File: config.mk
export PLATFORM = sky130hd
export DESIGN_NAME = zs_digit_chain
export DESIGN_NICKNAME = d
export VERILOG_FILES = /design/src/rtl/zs_pkg.sv /design/src/rtl/zs_digit_dec.sv /design/src/rtl/zs_out_stage.sv /design/src/rtl/zs_digit_chain.sv
export SDC_FILE = /design/constraint.sdc
export NUM_CORES = 1
export LEC_CHECK = 0
export BUFFER_PORTS_ARGS = -buffer_cell sky130_fd_sc_hd__buf_2
export CAP_MARGIN = 5
export CORE_MARGIN = 5
export CORE_UTILIZATION = 45
export DETAILED_ROUTE_END_ITERATION = 7
export GPL_ROUTABILITY_DRIVEN = 0
export PLACE_DENSITY = 0.71
export SLEW_MARGIN = 20
export SYNTH_ARGS = -nofsm -noshare
export SYNTH_HDL_FRONTEND = slang
export SYNTH_HIERARCHICAL = 1
export SYNTH_SLANG_ARGS = --single-unit
File: constraint.sdc
create_clock -name clk -period 3.2 [get_ports clk]
set_input_delay 0.16 -clock clk [delete_from_list [all_inputs] [get_ports clk]]
set_output_delay 0.16 -clock clk [all_outputs]
set_load 0.02 [all_outputs]
File: src/rtl/zs_pkg.sv
package zs_pkg;
  localparam int CODE_W = 4;
  localparam int SEG_W  = 7;

  typedef logic [SEG_W-1:0] seg_t;

  localparam seg_t SEG_ALL = '1;

  // Segment pattern for one code, bit 6 = a ... bit 0 = g.
  function automatic seg_t glyph(input logic [CODE_W-1:0] c);
    seg_t s;
    case (c)
      4'd0:    s = 7'b1111110;
      4'd1:    s = 7'b0110000;
      4'd2:    s = 7'b1101101;
      4'd3:    s = 7'b1111001;
      4'd4:    s = 7'b0110011;
      4'd5:    s = 7'b1011011;
      4'd6:    s = 7'b0011111;
      4'd7:    s = 7'b1110000;
      4'd8:    s = 7'b1111111;
      4'd9:    s = 7'b1110011;
      4'd10:   s = 7'b0001101;
      4'd11:   s = 7'b0011001;
      4'd12:   s = 7'b0100011;
      4'd13:   s = 7'b1001011;
      4'd14:   s = 7'b0001111;
      default: s = 7'b0000000;
    endcase
    return s;
  endfunction
endpackage

File: src/rtl/zs_digit_dec.sv
module zs_digit_dec
  import zs_pkg::*;
(
  input  logic [CODE_W-1:0] code,
  input  logic              lt_n,
  input  logic              rbi_n,
  input  logic              bl_n,
  output seg_t              seg,
  output logic              node_n
);
  logic zero_code;
  logic suppress;

  assign zero_code = (code == '0);
  assign suppress  = lt_n & ~rbi_n & zero_code;
  // Wired-AND of the external blank and the internal ripple output.
  assign node_n    = bl_n & ~suppress;

  always_comb begin
    if (!node_n)     seg = '0;
    else if (!lt_n)  seg = SEG_ALL;
    else             seg = glyph(code);
  end
endmodule

File: src/rtl/zs_out_stage.sv
module zs_out_stage #(
  parameter int W       = 8,
  parameter bit OUT_REG = 1'b1
) (
  input  logic         clk,
  input  logic         rst,
  input  logic [W-1:0] d,
  output logic [W-1:0] q
);
  generate
    if (OUT_REG) begin : g_reg
      always_ff @(posedge clk) begin
        if (rst) q <= '0;
        else     q <= d;
      end
    end else begin : g_pass
      logic unused_clk_rst;
      assign unused_clk_rst = clk ^ rst;
      assign q = d;
    end
  endgenerate
endmodule

File: src/rtl/zs_digit_chain.sv
module zs_digit_chain
  import zs_pkg::*;
#(
  parameter int NUM_DIGITS = 4,
  parameter bit OUT_REG    = 1'b1
) (
  input  logic                         clk,
  input  logic                         rst,
  input  logic [NUM_DIGITS*CODE_W-1:0] code_i,
  input  logic [NUM_DIGITS-1:0]        lamp_test_n_i,
  input  logic [NUM_DIGITS-1:0]        blank_n_i,
  input  logic                         zs_enable_n_i,
  output logic [NUM_DIGITS*SEG_W-1:0]  seg_o,
  output logic [NUM_DIGITS-1:0]        rbo_n_o
);
  localparam int SEG_BITS = NUM_DIGITS * SEG_W;
  localparam int OUT_W    = SEG_BITS + NUM_DIGITS;
  localparam int MSD      = NUM_DIGITS - 1;

  // Named per-digit events, visible to the bound checker.
  logic [NUM_DIGITS-1:0][SEG_W-1:0] dig_seg;
  logic [NUM_DIGITS-1:0]            dig_node;
  logic [NUM_DIGITS-1:0]            dig_rbi;

  generate
    for (genvar k = 0; k < NUM_DIGITS; k++) begin : g_dig
      if (k == MSD) begin : g_top
        assign dig_rbi[k] = zs_enable_n_i;
      end else if (k == 0) begin : g_lsd
        assign dig_rbi[k] = 1'b1;
      end else begin : g_mid
        assign dig_rbi[k] = dig_node[k+1];
      end

      zs_digit_dec u_dec (
        .code   (code_i[k*CODE_W +: CODE_W]),
        .lt_n   (lamp_test_n_i[k]),
        .rbi_n  (dig_rbi[k]),
        .bl_n   (blank_n_i[k]),
        .seg    (dig_seg[k]),
        .node_n (dig_node[k])
      );
    end
  endgenerate

  logic [OUT_W-1:0] out_d;
  logic [OUT_W-1:0] out_q;

  assign out_d = {dig_seg, dig_node};

  zs_out_stage #(
    .W       (OUT_W),
    .OUT_REG (OUT_REG)
  ) u_out (
    .clk (clk),
    .rst (rst),
    .d   (out_d),
    .q   (out_q)
  );

  assign seg_o   = out_q[OUT_W-1 -: SEG_BITS];
  assign rbo_n_o = out_q[NUM_DIGITS-1:0];
endmodule

### Word level (Yosys, flattened, before mapping)

Memory sizes are Yosys's and may differ from the RTL's.
Index checks and enable logic that the tools add are counted.

| storage, ports and cells | value |
|---|---|
| word-level logic and storage cells | 37 |
| memories kept | 4 |
| memory bits (read-only) | 448 |
| register bits after elaboration | 32 |

Memory list:

| name | depth | bits a word | rd ports | clocked after Yosys merged registers in | wr ports | RTL line | RTL |
|---|---|---|---|---|---|---|---|
| (no name shown) | 16 | 7 | 1 | 0 | 0 | zs_pkg.sv:12 | `case (c)` |
| (no name shown) | 16 | 7 | 1 | 0 | 0 | zs_pkg.sv:12 |  |
| (no name shown) | 16 | 7 | 1 | 0 | 0 | zs_pkg.sv:12 |  |
| (no name shown) | 16 | 7 | 1 | 0 | 0 | zs_pkg.sv:12 |  |

| cells by class | value |
|---|---|
| muxes and demuxes | 4 |
| bitwise gates (word level) | 17 |
| reductions and logical operators | 7 |

Operator list:

| operator | number |
|---|---|
| 7-bit 2-to-1 mux | 4 |
| 4-bit zero test | 3 |
| 1-bit bitwise AND | 9 |
| 1-bit inverter | 8 |
| 2-bit OR reduction | 4 |

### Logic depth before layout (Yosys ltp)

Gate-level depths: netlist of the first run.

| depth | value |
|---|---|
| word-level depth | 17 |
| gate-level depth with buffers | 10 |

### Modules after synthesis

The synthesis of the first run kept the hierarchy.

By module, submodules not included:

| module | times used | seq. area each (um^2) | area an instance (um^2) | cells an instance |
|---|---|---|---|---|
| zs_out_stage | 1 | 640.6 | 863.3 | 67 |
| zs_digit_dec at g_dig[2].u_dec ... | 2 | 0.0 | 256.5 | 37 |
| zs_digit_dec at g_dig[0].u_dec | 1 | 0.0 | 271.5 | 38 |
| zs_digit_dec at g_dig[1].u_dec | 1 | 0.0 | 251.5 | 37 |
| zs_digit_chain | 1 | 0.0 | 3.8 | 1 |

### Worst setup path after synthesis of the first run

No wires, ideal clock.

| timing | value |
|---|---|
| path kind | input to register |
| start | input code_i[12] |
| end | register u_out.q[14] |
| data arrival time | 2,072 ps |
| setup slack | 1,014 ps |
| buffers on the path | 0 |
| stages on the path | 10 |
| library setup time | 114 ps |
| cells stage by stage | inv_1 ha_1 nand2b_1 o31ai_4 inv_1 o31ai_4 inv_1 o41ai_4 nor2_1 nor2b_1 |

| on the way | value |
|---|---|
| word-level cells in the longest chain between the ends | 16 |

RTL lines:

| what | RTL line | RTL |
|---|---|---|
| start: declaration | zs_digit_chain.sv:9 | `input logic [NUM_DIGITS*CODE_W-1:0] code_i,` |
| 4-bit zero test | zs_digit_dec.sv:14 | `assign zero_code = (code == '0);` |
| 1-bit bitwise AND | zs_digit_dec.sv:15 | `assign suppress = lt_n & ~rbi_n & zero_code;` |
| 1-bit inverter | zs_digit_dec.sv:17 | `assign node_n = bl_n & ~suppress;` |
| 1-bit bitwise AND | zs_digit_dec.sv:17 |  |
| net dig_node[3] | zs_digit_chain.sv:22 | `logic [NUM_DIGITS-1:0] dig_node;` |
| 1-bit inverter (no line) | n/a |  |
| 1-bit bitwise AND (2 in a row) | zs_digit_dec.sv:15 |  |
| 1-bit inverter | zs_digit_dec.sv:17 |  |
| 1-bit bitwise AND | zs_digit_dec.sv:17 |  |
| net dig_node[2] | zs_digit_chain.sv:22 |  |
| 1-bit inverter | zs_digit_dec.sv:15 |  |
| 1-bit bitwise AND (2 in a row) | zs_digit_dec.sv:15 |  |
| 1-bit inverter | zs_digit_dec.sv:17 |  |
| 1-bit bitwise AND | zs_digit_dec.sv:17 |  |
| 1-bit inverter (no line) | n/a |  |
| 2-bit OR reduction (no line) | n/a |  |
| end signal: assignment | zs_out_stage.sv:13 | `if (rst) q <= '0;` |
| end signal: assignment | zs_out_stage.sv:14 | `else q <= d;` |
| end: declaration | zs_out_stage.sv:8 | `output logic [W-1:0] q` |

The timed path passes the listed nets, and every way through them passes these cells.
A chain may end at the register's enable or synchronous reset.

### Final worst setup path of the first run

Ends and elaborated chain as after synthesis.

==> flow_metrics.py, run 1 <==
metrics = {
    "cells_and_area": {
        "top_register": "u_out/q",
        "top_regs": "u_out/q x32",
        "syn_to_final_growth_pct": 18.1,
        "drive_gt1_share_pct": 27.2,
        "num_antenna_cells": 0,
        "stdcell_count": 318,
        "fillers": 405,
        "design_area_sq_um": 2250,
        "fin_nets": 310,
        "largest_reg_flops": 32,
        "final_util_pct": 55.4,
    },
    "place": {
        "dp_cells": 310,
        "placed_cell_area_sq_um": 2160,
        "hpwl_um": 2800,
        "preCtsSetupSlack_ps": 575,
        "portBuffers": 58,
    },
    "floorplanning": {
        "die_area_sq_um": 5630,
        "coreArea_sq_um": 4060,
        "ios": 59,
        "die_w_um": 75.0,
        "rows": 23,
        "die_h_um": 75.0,
        "start_util_pct": 46.9,
    },
    "hold_path": {
        "min_path_type": "input pin to register",
    },
    "cts": {
        "cts_hold_buf": 0,
        "cts_resized": 0,
        "cts_root_buffer": "clkbuf_8",
        "clkSinkCount": 32,
        "cts_tree": "built",
        "htree_levels": 2,
        "cts.clk_slew.worst_paths_ps": 60,
        "cts_buffers": 5,
        "cts_setup_buffers": 0,
        "clk_path_buf_depth": 2,
    },
    "grt": {
        "antenna_found_initial": 0,
        "globalRouteMet2Util_pct": 22.6,
        "grtUsageMet1_pct": 16.2,
        "grt_usage_pct": 13.7,
        "grt_busiest_layer": "met2",
        "use_met3_pct": 4.81,
        "first_global_vias": 1389,
        "grt_pass1_wl_um": 6030,
        "grt_max_degree": 33,
        "overflow": 0,
    },
    "logic_synthesis": {
        "synth_top_area_share_pct": 33.7,
        "synthTopCellsByArea": "dfxtp_1 34%, nor2b_1 11%, ha_1 11%",
        "yosysMostFrequentCell": "nor2b_1",
        "ys_seq_area_share_pct": 33.7,
        "synth_fp_nets": 260,
        "yosys_most_used_dff": "dfxtp_1",
        "ys_warn_count": 6,
        "synth-seq-cells": 32,
        "synth.avg_cell_area_sq_um": 8.77,
        "ys_types": 27,
        "synth_edf_count": 0,
        "syn-cell-area_sq_um": 1900,
        "synth_largest_area_cell": "dfxtp_1",
        "synthTopCellsByCount": "33 x nor2b_1, 32 x dfxtp_1, 22 x inv_1",
        "ys_async_sr_fraction_pct": 0,
        "syn_inst": 217,
    },
    "power": {
        "worst_ir_drop_vdd_mv": 0.152,
        "p_int_uw": 678,
        "clkPwrFrac_pct": 32.8,
        "finalPower_uw": 940,
        "comb_power_share_pct": 21.7,
        "p_sw_share_pct": 27.8,
        "p_seq_share_pct": 45.5,
        "p_per_area_nw_per_um2": 418,
        "switching_power_uw": 262,
        "p_leak_nw": 1.12,
    },
    "route": {
        "drt-vias-per-instance": 4.96,
        "post-route-drc-count": 0,
        "drt-pass1-iter-count": 4,
        "vias": 1576,
        "wl_per_cell_um": 11.4,
        "drtIter0Drc": 90,
        "drtAntennaViolNets": 0,
        "routed_wl_um": 3630,
    },
    "status": {
        "status": "complete, no violations",
    },
    "setup_path": {
        "path_cells": "buf_2 -> inv_1 -> ha_1 -> nand2b_1 -> o31ai_4 -> inv_1 -> o31ai_4 -> inv_1 -> o41ai_4 -> nor2_1 -> nor2b_1",
        "critPathCapture": "u_out/q[14]$_SDFF_PP0_",
        "startpoint_type": "input pin",
        "crit_start": "code_i[12]",
        "slowest_stage": "o41ai_4",
        "critical_path.top_delay_family": "compound AO/OA/AOI/OAI gates",
        "crit_top_cell": "inv_1",
        "cpPeakStageDelay_ps": 480,
        "required_ps": 3340,
        "critical_path_class": "input pin to register",
        "crit_fanout": 8,
        "endpoint_kind": "register",
        "path_buf_inv": 4,
        "cp.depth": 11,
        "arrival_ps": 2470,
    },
    "sta": {
        "setup_viol": 0,
        "tightest_slew_ps": 530,
        "finalSetupTns_ps": 0,
        "fin_crit_ps": 2320,
        "layout_setup_ws_ps": 880,
        "hold_viol": 0,
        "drv_slew": 0,
        "max_freq_mhz": 431,
        "rsz0062_at_grt": "false",
        "fin_crit_sh_pct": 72.5,
        "relSlewSlack_pct": 64.7,
        "timing.hold.ws_ps": 281,
    },
    "flow_run": {
        "cap_violations": 0,
    },
}
[cells by family after synthesis]
logic type,synth area share (%)
flip-flops,33.7
AO/OA/AOI/OAI,24.1
adder cells (fa/ha/maj),10.5
AND/OR/NAND/NOR,20.6
multiplexers,1.05
other,0.197
buffers and inverters,9.93
[layout make-up]
type | instances | area, sq um | share of cell area, %
Timing Repair Buffer | 58 | 290 | 12.9
Multi-Input combinational cell | 146 | 1070 | 47.8
Inverter | 24 | 90.1 | 4.01
Clock buffer | 8 | 90.1 | 4.01
Sequential cell | 32 | 641 | 28.5
Tap cell | 50 | 62.6 | 2.78
[power groups by stage]
stage | combinational (mW) | clock [mW] | sequential [mW]
finish | 0.204 | 0.309 | 0.427
global route | 0.228 | 0.339 | 0.429
CTS | 0.205 | 0.325 | 0.428
detailed placement | 0.205 | 0 | 0.436
global placement | 0.203 | 0 | 0.436
floorplan | 0.118 | 0 | 0.468
[metal layers]
layer,vias up,share of wire (%)
met5,-,0
met4,0,0.91
met3,2,8.5
met2,53,47
met1,695,43
li1,826,-
[worst min-delay path by stage]
stage | end | depth (start not counted) | start | slack [ps]
detailed placement | u_out/q[11]$_SDFF_PP0_ | 3 | lamp_test_n_i[1] | 560
global placement | u_out/q[0]$_SDFF_PP0_ | 4 | blank_n_i[0] | 570
global route | u_out/q[15]$_SDFF_PP0_ | 3 | lamp_test_n_i[1] | 280
CTS | u_out/q[11]$_SDFF_PP0_ | 3 | lamp_test_n_i[1] | 270
finish | u_out/q[11]$_SDFF_PP0_ | 3 | lamp_test_n_i[1] | 280
floorplan | u_out/q[29]$_SDFF_PP0_ | 1 | rst | 230
[placed cells by master (no fill, tap or decap)]
master and instances:
ha_1 16, clkbuf_1 2, inv_1 22, dfxtp_1 32, conb_1 1, o31ai_1 4
a31oi_1 9, mux2i_1 2, nor3_1 1, and3_1 2, o31ai_4 2, nor2b_1 33
nand2b_4 3, a21o_1 3, nand2_1 13, nor2_1 4, a311oi_1 7, inv_2 2
o21ai_0 13, clkbuf_8 6, nand2b_1 10, o41ai_4 2, buf_2 58, a211o_1 2
a21oi_1 14, o211ai_1 5
No activity file was read; power rests on OpenSTA's default activity.
==> run 2: changes to the inputs <==
==> constraint.sdc (replaced) <==
create_clock -name clk -period 2.3 [get_ports clk]
set_input_delay 0.115 -clock clk [delete_from_list [all_inputs] [get_ports clk]]
set_output_delay 0.115 -clock clk [all_outputs]
set_load 0.02 [all_outputs]
==> run 2 against run 1 <==
Highest routed layer unchanged. Sequential power rose by 39%. Count of clock-buffer cells in the layout down 1. Global-route usage decreased by 0.38 points.
==> flow_metrics.py, run 2 (synthesis gave the netlist of run 1 again) <==
metrics = {
    "route": {
        "drtIter0Drc": 72,
        "drtAntennaViolNets": 0,
        "post-route-drc-count": 0,
        "drt-pass1-iter-count": 4,
        "vias": 1577,
        "drt-vias-per-instance": 4.94,
        "wl_per_cell_um": 11.1,
        "routed_wl_um": 3540,
    },
    "cells_and_area": {
        "seq_area_sq_um": 641,
        "fillers": 384,
        "layout_commonest_cell": "buf_2",
        "top_register": "u_out/q",
        "top_regs": "u_out/q x32",
        "multi_input_area_sq_um": 1070,
        "drive_gt1_share_pct": 28.3,
        "num_antenna_cells": 0,
        "largest_reg_flops": 32,
        "syn_to_final_growth_pct": 19.2,
        "final_util_pct": 55.9,
        "fin_nets": 312,
        "stdcell_count": 319,
        "layout_common_cells": "58 x buf_2, 33 x nor2b_1, 32 x dfxtp_1, 22 x inv_1, 16 x ha_1",
    },
    "cts": {
        "clk_path_buf_depth": 2,
        "cts_hold_buf": 0,
        "htree_levels": 2,
        "cts_setup_buffers": 0,
        "cts.clk_slew.worst_paths_ps": 60,
        "cts_tree": "built",
        "cts_resized": 0,
        "clkSinkCount": 32,
        "cts_buffers": 5,
        "cts_root_buffer": "clkbuf_8",
    },
    "setup_path": {
        "startpoint_type": "input pin",
        "required_ps": 2440,
        "arrival_ps": 2060,
        "crit_start": "code_i[13]",
        "critPathCapture": "u_out/q[12]$_SDFF_PP0_",
        "endpoint_kind": "register",
        "crit_fanout": 8,
        "critical_path_class": "input pin to register",
    },
    "power": {
        "p_leak_nw": 1.13,
        "p_per_area_nw_per_um2": 585,
        "finalPower_mw": 1.33,
        "worst_ir_drop_vdd_mv": 0.199,
    },
    "floorplanning": {
        "start_util_pct": 46.9,
        "rows": 23,
        "die_h_um": 75.0,
        "coreArea_sq_um": 4060,
        "ios": 59,
        "die_w_um": 75.0,
        "die_area_sq_um": 5630,
    },
    "grt": {
        "antenna_found_initial": 0,
        "grt_pass1_wl_um": 5770,
        "grt_max_degree": 33,
        "overflow": 0,
        "grt_usage_pct": 13.3,
        "first_global_vias": 1362,
    },
    "sta": {
        "hold_viol": 0,
        "drv_slew": 0,
        "max_freq_mhz": 521,
        "tightest_slew_ps": 518,
        "rsz0062_at_grt": "false",
        "relSlewSlack_pct": 65.5,
        "setup_viol": 0,
        "fin_crit_sh_pct": 83.4,
        "timing.hold.ws_ps": 238,
        "fin_crit_ps": 1920,
        "finalSetupTns_ps": 0,
    },
    "place": {
        "hpwl_um": 2830,
        "dp_cells": 312,
        "portBuffers": 58,
    },
    "hold_path": {
        "hp-start": "blank_n_i[0]",
        "min_path_type": "input pin to register",
    },
    "status": {
        "status": "complete, no violations",
    },
    "flow_run": {
        "cap_violations": 0,
    },
}
## run 2: changes by cell type in the layout (fill, tap and decap cells not counted)
cell / change
clkbuf_8: +1
clkbuf_1: -2
buf_4: +2
## run 2: through the flow
step,setup WS (ps),cell area (sq um)
floorplan,159,1900
global placement,157,2170
detailed placement,56.8,2170
CTS,369,2270
global route,216,2270
finish,382,2270
## run 2: how the worst min path moves through the flow
stage / to / slack (ps) / depth (start not counted)
3_3_place_gp: u_out/q[0]$_SDFF_PP0_ / 520 / 4
4_1_cts: u_out/q[0]$_SDFF_PP0_ / 230 / 4
2_1_floorplan: u_out/q[29]$_SDFF_PP0_ / 190 / 1
6_report: u_out/q[0]$_SDFF_PP0_ / 240 / 4
5_1_grt: u_out/q[0]$_SDFF_PP0_ / 240 / 4
3_5_place_dp: u_out/q[0]$_SDFF_PP0_ / 530 / 4
## run 2: layer usage
| layer | vias up | global-route usage, % | part of all wire [%] |
|---|---|---|---|
| met4 | 0 | 5.93 | 1.6 |
| met3 | 6 | 5.34 | 7.9 |
| met5 | - | 0 | 0 |
| li1 | 830 | - | - |
| met2 | 42 | 23.2 | 49 |
| met1 | 699 | 14.1 | 41 |
## run 2: cell type report
type	instances	share of cell area, %
Tap cell	50	2.76
Multi-Input combinational cell	146	47.3
Sequential cell	32	28.2
Timing Repair Buffer	60	13.5
Clock buffer	7	4.25
Inverter	24	3.97
## run 2: power by group
group          total [mW]  leakage (nW)  switching, mW  internal (mW)
logic               0.285         0.815          0.170          0.115
registers           0.594         0.265        0.00677          0.588
clock network       0.447        0.0503          0.181          0.266
## run 2: worst max-delay path, cell delays in order
cell	delay, ps
buf_2	130
inv_1	90
ha_1	190
nand2b_1	110
o31ai_4	240
inv_1	110
o31ai_4	260
inv_1	110
o41ai_4	470
a311oi_1	80
nor2b_1	150
